`src/rtl/rft_pkg.sv`:
```
package rft_pkg;

  // Strobes passed from control to datapath each cycle
  typedef struct packed {
    logic take;    // advance counters with the incoming word
    logic load;    // incoming word is word 0 of basic frame 0
    logic synced;  // full synchronisation for this word
  } ctlStrobe_t;

endpackage

```
`src/rtl/rft_ctrl.sv`:
```
module rft_ctrl
  import rft_pkg::*;
(
  input  logic       clk,
  input  logic       rstN,
  input  logic       inValid,
  input  logic       lockIn,
  input  logic       loadEn,
  output ctlStrobe_t strobe
);

  logic loaded;
  logic loadNow;
  logic syncNow;

  assign loadNow = loadEn & inValid & lockIn;
  assign syncNow = lockIn & (loaded | loadNow);

  always_ff @(posedge clk or negedge rstN) begin
    if (!rstN) loaded <= 1'b0;
    else       loaded <= syncNow;
  end

  always_comb begin
    strobe.take   = inValid & syncNow;
    strobe.load   = loadNow;
    strobe.synced = syncNow;
  end

endmodule

```
`src/rtl/rft_datapath.sv`:
```
module rft_datapath
  import rft_pkg::*;
#(
  parameter int DATA_W       = 32,
  parameter int WORDS_PER_BF = 4,
  parameter int BF_PER_HF    = 256,
  parameter int HF_PER_RF    = 150,
  parameter int RFN_W        = 12,
  localparam int WW = (WORDS_PER_BF > 1) ? $clog2(WORDS_PER_BF) : 1,
  localparam int BW = $clog2(BF_PER_HF),
  localparam int HW = $clog2(HF_PER_RF)
)(
  input  logic              clk,
  input  logic              rstN,
  input  ctlStrobe_t        strobe,
  input  logic              inValid,
  input  logic [DATA_W-1:0] inData,
  input  logic [HW-1:0]     loadHf,
  input  logic [RFN_W-1:0]  loadRf,
  input  logic [HW-1:0]     offHf,
  input  logic [BW-1:0]     offBf,
  output logic              outValid,
  output logic [DATA_W-1:0] outData,
  output logic              syncState,
  output logic              rfPulse,
  output logic              hfPulse,
  output logic [RFN_W-1:0]  rfNum,
  output logic [HW-1:0]     hfNum,
  output logic [BW-1:0]     bfIdx,
  output logic [WW-1:0]     wordIdx,
  output logic              startStrobe
);

  localparam logic [WW-1:0] LAST_W = WW'(WORDS_PER_BF - 1);
  localparam logic [BW-1:0] LAST_B = BW'(BF_PER_HF - 1);
  localparam logic [HW-1:0] LAST_H = HW'(HF_PER_RF - 1);

  // Position expected for the next incoming word
  logic [WW-1:0]    cntW;
  logic [BW-1:0]    cntB;
  logic [HW-1:0]    cntH;
  logic [RFN_W-1:0] cntR;

  // Position of the word in flight this cycle
  logic [WW-1:0]    posW;
  logic [BW-1:0]    posB;
  logic [HW-1:0]    posH;
  logic [RFN_W-1:0] posR;

  logic [WW-1:0]    nxtW;
  logic [BW-1:0]    nxtB;
  logic [HW-1:0]    nxtH;
  logic [RFN_W-1:0] nxtR;
  logic             lastW, lastB, lastH;
  logic             bfStart, hfStart, offHit;

  always_comb begin
    posW = strobe.load ? '0     : cntW;
    posB = strobe.load ? '0     : cntB;
    posH = strobe.load ? loadHf : cntH;
    posR = strobe.load ? loadRf : cntR;

    lastW = (posW == LAST_W);
    lastB = (posB == LAST_B);
    lastH = (posH == LAST_H);

    nxtW = lastW ? '0 : posW + WW'(1);
    nxtB = posB;
    nxtH = posH;
    nxtR = posR;
    if (lastW) begin
      nxtB = lastB ? '0 : posB + BW'(1);
      if (lastB) begin
        nxtH = lastH ? '0 : posH + HW'(1);
        if (lastH) nxtR = posR + RFN_W'(1);
      end
    end

    bfStart = (posW == '0);
    hfStart = bfStart && (posB == '0);
    offHit  = (posH == offHf) && (posB == offBf);
  end

  // Frame position counters
  always_ff @(posedge clk or negedge rstN) begin
    if (!rstN) begin
      cntW <= '0;
      cntB <= '0;
      cntH <= '0;
      cntR <= '0;
    end else if (strobe.take) begin
      cntW <= nxtW;
      cntB <= nxtB;
      cntH <= nxtH;
      cntR <= nxtR;
    end
  end

  // Output stage: word and its status leave together
  always_ff @(posedge clk or negedge rstN) begin
    if (!rstN) begin
      outValid    <= 1'b0;
      outData     <= '0;
      syncState   <= 1'b0;
      rfPulse     <= 1'b0;
      hfPulse     <= 1'b0;
      rfNum       <= '0;
      hfNum       <= '0;
      bfIdx       <= '0;
      wordIdx     <= '0;
      startStrobe <= 1'b0;
    end else begin
      outValid  <= inValid;
      outData   <= inData;
      syncState <= strobe.synced;
      hfPulse   <= strobe.take && hfStart;
      rfPulse   <= strobe.take && hfStart && (posH == '0);
      if (strobe.take) begin
        wordIdx <= posW;
        bfIdx   <= posB;
        hfNum   <= posH;
        rfNum   <= posR;
      end
      if (!strobe.synced)              startStrobe <= 1'b0;
      else if (strobe.take && bfStart) startStrobe <= offHit;
    end
  end

endmodule

```
`src/rtl/rx_frame_timing.sv`:
```
module rx_frame_timing
  import rft_pkg::*;
#(
  parameter int DATA_W       = 32,
  parameter int WORDS_PER_BF = 4,
  parameter int BF_PER_HF    = 256,
  parameter int HF_PER_RF    = 150,
  parameter int RFN_W        = 12,
  localparam int WW = (WORDS_PER_BF > 1) ? $clog2(WORDS_PER_BF) : 1,
  localparam int BW = $clog2(BF_PER_HF),
  localparam int HW = $clog2(HF_PER_RF)
)(
  input  logic              clk,
  input  logic              rstN,
  input  logic              inValid,
  input  logic [DATA_W-1:0] inData,
  input  logic              lockIn,
  input  logic              loadEn,
  input  logic [HW-1:0]     loadHf,
  input  logic [RFN_W-1:0]  loadRf,
  input  logic [HW-1:0]     offHf,
  input  logic [BW-1:0]     offBf,
  output logic              outValid,
  output logic [DATA_W-1:0] outData,
  output logic              syncState,
  output logic              rfPulse,
  output logic              hfPulse,
  output logic [RFN_W-1:0]  rfNum,
  output logic [HW-1:0]     hfNum,
  output logic [BW-1:0]     bfIdx,
  output logic [WW-1:0]     wordIdx,
  output logic              startStrobe
);

  ctlStrobe_t strobe;

  rft_ctrl u_ctrl (
    .clk     (clk),
    .rstN    (rstN),
    .inValid (inValid),
    .lockIn  (lockIn),
    .loadEn  (loadEn),
    .strobe  (strobe)
  );

  rft_datapath #(
    .DATA_W       (DATA_W),
    .WORDS_PER_BF (WORDS_PER_BF),
    .BF_PER_HF    (BF_PER_HF),
    .HF_PER_RF    (HF_PER_RF),
    .RFN_W        (RFN_W)
  ) u_dp (
    .clk         (clk),
    .rstN        (rstN),
    .strobe      (strobe),
    .inValid     (inValid),
    .inData      (inData),
    .loadHf      (loadHf),
    .loadRf      (loadRf),
    .offHf       (offHf),
    .offBf       (offBf),
    .outValid    (outValid),
    .outData     (outData),
    .syncState   (syncState),
    .rfPulse     (rfPulse),
    .hfPulse     (hfPulse),
    .rfNum       (rfNum),
    .hfNum       (hfNum),
    .bfIdx       (bfIdx),
    .wordIdx     (wordIdx),
    .startStrobe (startStrobe)
  );

endmodule

```
`config.mk`:
```
export PLATFORM = sky130hd
export DESIGN_NAME = rx_frame_timing
export DESIGN_NICKNAME = d
export VERILOG_FILES = /design/src/rtl/rft_pkg.sv /design/src/rtl/rft_ctrl.sv /design/src/rtl/rft_datapath.sv /design/src/rtl/rx_frame_timing.sv
export SDC_FILE = /design/constraint.sdc
export NUM_CORES = 1
export LEC_CHECK = 0
export ABC_CLOCK_PERIOD_IN_PS = 4900
export CORE_MARGIN = 2
export CORE_UTILIZATION = 50
export CTS_CLUSTER_DIAMETER = 100
export DETAILED_ROUTE_END_ITERATION = 8
export GPL_TIMING_DRIVEN = 0
export PLACE_DENSITY = 0.95
export SYNTH_ARGS = -nofsm -noshare
export SYNTH_HDL_FRONTEND = slang
export SYNTH_SLANG_ARGS = --single-unit
```
`constraint.sdc`:
```
create_clock -name clk -period 4.9 [get_ports clk]
set_clock_uncertainty 0.15 [all_clocks]
set_input_delay 1.47 -clock clk [delete_from_list [all_inputs] [get_ports clk]]
set_output_delay 1.47 -clock clk [all_outputs]
set_load 0.02 [all_outputs]
```
### Word-level counts from Yosys, hierarchy flattened

Index checks and enable logic that the tools add are counted.

* register bits: 97
* word-level logic and storage cells: 52
* input bits: 73
* output and inout port bits: 67

* muxes and demuxes: 15
* add/sub/neg operators: 4
* equal/unequal tests: 6
* bitwise gates (word level): 5
* reductions and logical operators: 8

Operators by type and width (number)
* $mux 8: 7
* $mux 12: 4
* $add 8x1->8 const B: 2
* $eq 8x8->1: 2
* $eq 8x8->1 const B: 2
* $logic_not 8->1: 2
* $add 12x1->12 const B: 1
* $logic_and 1x1->1: 5
* $and 1x1->1: 4
* $mux 2: 2
* $add 2x1->2 const B: 1
* $eq 2x2->1 const B: 1
* $logic_not 2->1: 1
* $mux 1: 2
* $ne 2x1->1 const B: 1
* $or 1x1->1: 1

### Depth between registers and ports, before layout

* word-level depth: 8
* depth in mapped cells: 14
* depth with buffers taken out: 10

### Cells and area by module

Synthesis repeated with hierarchy kept, for this count alone.

* cell total of the unflattened synthesis: 460
* area total of the unflattened synthesis: 4709.5 um2

By module, submodules not included
* rft_datapath: cells an instance 453, instances 1, area an instance 4640.7 um2, seq. area each 2427.3 um2
* rft_ctrl: cells an instance 7, instances 1, area an instance 68.8 um2, seq. area each 25.0 um2

### Worst setup path after synthesis

Ideal clock, no wire load.

* path type: input to register
* start: input inValid
* end: register u_dp.cntR[10]
* stages on the path: 14
* slack: 0.548 ns
* library setup time: 0.072 ns
* required time: 4.678 ns
* arrival time: 4.129 ns
* path buffers: 4
* path through: nand3_1 -> buf_2 -> clkbuf_1 -> clkbuf_1 -> nand2_1 -> inv_1 -> ha_1 -> nand4_1 -> or3_1 -> buf_6 -> nor3_4 -> nand3_2 -> mux2_4 -> nor2_1

* elaborated cells between the ends (all ways): 16
* those cells by class: 1 x add/sub; 3 x eq/ne; 7 x mux; 5 x bitwise

RTL lines
* start: declaration: line rx_frame_timing.sv:15 `input logic inValid,`
* $and 1x1->1 (2 in series): line rft_ctrl.sv:16 `assign loadNow = loadEn & inValid & lockIn;`
* $mux 2: line rft_datapath.sv:58 `posW = strobe.load ? '0 : cntW;`
* net u_dp.posW[0]: line rft_datapath.sv:45 `logic [WW-1:0] posW;`
* $eq 2x2->1: line rft_datapath.sv:63 `lastW = (posW == LAST_W);`
* $mux 12: line rft_datapath.sv:71 `if (lastW) begin`
* end signal: assignment: line rft_datapath.sv:95 `cntR <= nxtR;`
* end: declaration: line rft_datapath.sv:42 `logic [RFN_W-1:0] cntR;`

The timed path passes the listed nets, and every way through them passes these cells.
A chain may end at the register's enable or synchronous reset.

### Worst setup path in the final report

* start: input inValid
* end: register u_dp.cntH[3]

* elaborated cells between the ends (all ways): 15
* those cells by class: 1 x add/sub; 3 x eq/ne; 6 x mux; 5 x bitwise

RTL lines
* $and 1x1->1 (2 in series): line rft_ctrl.sv:16
* $mux 2: line rft_datapath.sv:58
* net u_dp.posW[0]: line rft_datapath.sv:45
* $eq 2x2->1: line rft_datapath.sv:63
* $mux 8: line rft_datapath.sv:71
* end signal: assignment: line rft_datapath.sv:94 `cntH <= nxtH;`
* end: declaration: line rft_datapath.sv:41 `logic [HW-1:0] cntH;`

The timed path passes the listed nets, and every way through them passes these cells.

==> results.toml <==
[timing]
slew_headroom_pct = 43.52
finalMaxSlewViolations = 0
hold_violations = 0
worst_slack_ns = 0.2668
timing.fmax_ghz = 0.2158
finalSetupViolations = 0
rsz0062_at_grt = "false"
worst_slew_pin_slew_ns = 0.8236
post-route-period-util_pct = 94.55
fin_crit_ns = 4.633

[placed_design]
dpl.cell_count = 735
dp_slack_ns = -1.128
dp_hpwl_um = 11110
place_area_mm2 = 0.006202
port_buffers = 139
place.gp.congestion = 1.006

[drt]
final_antenna_net_count = 0
wl_met1_um = 5447
first_pass_iters = 7
drc = 0
vias = 4730
drt_wl_total_um = 15170
dr_wl_met2_um = 7212
routed.top_layer = "met4"
routed_via_density = 6.307
wl_met3_um = 1789
routedWlPerCell_um = 20.23
drtIter0Drc = 505

[synth]
async_reset_ff_share_pct = 100.0
synth.area.top_cells = "dfrtp_1, nand2_1, o21ai_0"
synth.distinct_cells = 59
synth_top_area_cell = "dfrtp_1"
yosysWarnings = 0
synthCells = 484
syn_area_mm2 = 0.004647
syn_avg_cell_area_um2 = 9.601
ys_ff_latch = 97
synth_nets = 565
synth_edf_count = 0
synthFlopType = "dfrtp_1"
synth_seq_area_share_pct = 52.23
synth_top_area_share_pct = 52.23

[grt]
grt_max_degree = 75
antenna_found_initial = 0
grt_pass1_wl_um = 23670
grt_overflow = 0
grt_usage_pct = 30.45
grt_pass1_vias = 4604

[die]
die_w_um = 100.4
ios = 140
rows = 35
die_area_mm2 = 0.01008
start_util_pct = 51.02
die-height_um = 100.4
core_mm2 = 0.009109

[worst_hold_path]
hp-class = "flip-flop to flip-flop"
hp-start = "u_dp.wordIdx[0]"

[cells_and_area]
nets = 715
drive_above_1_share_pct = 6.573
area_delta_synth_final_pct = 37.80
final_area_mm2 = 0.006404
final-instance-count-excl-fill = 750
layout_commonest_cell = "clkdlybuf4s50_1"
antenna_cells = 0
final_cell_mix = "clkdlybuf4s50_1, dfrtp_1, nand2_1, o21ai_0, nor2_1"

[cts]
cts_sinks = 97
worstSkewPairLatency_ns = 0.38
cts-root-buf = "clkbuf_8"
cts_buffers = 9
cts.htree.levels = 3
clock_path_buffers = 2
clk_pin_slew_ns = 0.10
cts_tree = "done"

[power_and_ir_drop]
clockPowerShare_pct = 23.8
ir_drop_mv = 0.1518
power.density_mw_per_mm2 = 326.8
intPower_mw = 1.369
swShare_pct = 34.57
switching_power_uw = 723.5
p_comb_share_pct = 28.7
power_leakage_nw = 2.727
pwr-share-seq_pct = 47.5

[critical_path]
cp.arrival_ns = 4.79
critical_path_peak_fanout = 28
setup.worst_path.start = "inValid"
criticalPathCategory = "primary input to flip-flop"
r2r_start = "u_dp.cntH[1]"
critical_path_required_ns = 5.05
critPathCaptureType = "flip-flop"
startpoint_type = "primary input"

[run]
drv.max_cap_violation_count = 0

[outcome]
status = "finished, final reports clean"
-- cells in the mapped netlist, types with 3 or more instances --
cell type	n
dfrtp_1	97
nand2_1	81
o21ai_0	37
nor2_1	32
nand3_1	28
a21oi_1	19
inv_1	19
nor3_1	15
clkbuf_1	14
mux2i_1	13
a31oi_1	12
a22o_1	8
buf_2	8
ha_1	8
nand4_1	7
o22ai_1	7
nand2b_1	6
xor2_1	6
nor4_1	5
o211ai_1	5
xnor2_1	5
and3_1	3
buf_1	3
o221ai_1	3
-- flip-flops by register name, summed over array words and instances, names as in the netlist, 2 cells and up --
| signal | count |
|---|---|
| u_dp.hfNum | 8 |
| u_dp.outData | 32 |
| u_dp.cntB | 8 |
| u_dp.wordIdx | 2 |
| u_dp.cntH | 8 |
| u_dp.cntR | 12 |
| u_dp.bfIdx | 8 |
| u_dp.rfNum | 12 |
| u_dp.cntW | 2 |
-- through the flow --
stage	setup TNS, ns	util [%]	hold WS [ns]	power, mW
after floorplan	0	-	0.2895	1.289
after global placement	-134.69	67.82	0.3085	1.570
after detailed placement	-19.83	68.09	0.3189	1.598
after CTS	0	70.12	0.3476	2.084
after global routing	0	70.30	0.3807	2.186
final	0	70.30	0.3411	2.093
-- logic make-up after synthesis --
kind of cell	share of synthesized area [%]
XOR/XNOR	2.073
adder cells (fa/ha/maj)	2.154
buffers and inverters	4.362
AND/OR/NAND/NOR	19.60
multiplexers	3.662
flip-flops	52.23
AO/OA/AOI/OAI	15.91
-- worst max-delay path: stages --
cell and delay [ns]:
clkdlybuf4s50_1 0.53, nand3_2 0.25, buf_4 0.38, nand2_1 0.16
inv_1 0.08, ha_1 0.29, nand4_1 0.30, or3_1 0.43
buf_6 0.17, nor4_4 0.29, nand3_1 0.12, o211ai_1 0.11
a21boi_0 0.19
-- routing by layer --
metal / global-route usage (%) / vias to the layer above
met5: 0 / -
met4: 16.23 / 0
met3: 8.774 / 82
met2: 49.97 / 375
met1: 36.29 / 2254
li1: - / 2019
-- layout make-up --
type,count,area (um2)
Buffer,26,126.4
Sequential cell,97,2427
Timing Repair Buffer,141,1424
Clock inverter,6,51.30
Fill cell,668,2705
Multi-Input combinational cell,340,2037
Inverter,19,71.32
Clock buffer,10,127.6
Tap cell,111,138.9
-- what timing repair did --
item                                    4_1_cts  5_1_grt
buffers inserted                              0        1
pin swaps                                     0        1
gates resized for setup                       3        2
hold buffers                                  0        0
endpoints found under the setup margin       23       15
-- worst paths after layout --
check	to	slack [ns]	cells after the start
setup / recovery	u_dp.cntH[3]	0.27	13
hold / removal	u_dp.wordIdx[0]	0.34	2
setup reg to reg	u_dp.cntR[9]	2.05	8
hold reg to reg	u_dp.wordIdx[0]	0.34	2
max in group asynchronous	u_dp.cntH[5]	3.08	2
min in group asynchronous	u_dp.outData[18]	0.83	1
-- power groups by stage --
stage	combinational (mW)	sequential, mW	clock (mW)
2_1_floorplan	0.221	1.07	0
3_5_place_dp	0.594	1.00	0
4_1_cts	0.597	0.990	0.497
5_1_grt	0.651	1.01	0.527
3_3_place_gp	0.572	0.998	0
6_report	0.602	0.994	0.497
Power figures use the tool's default switching activity.
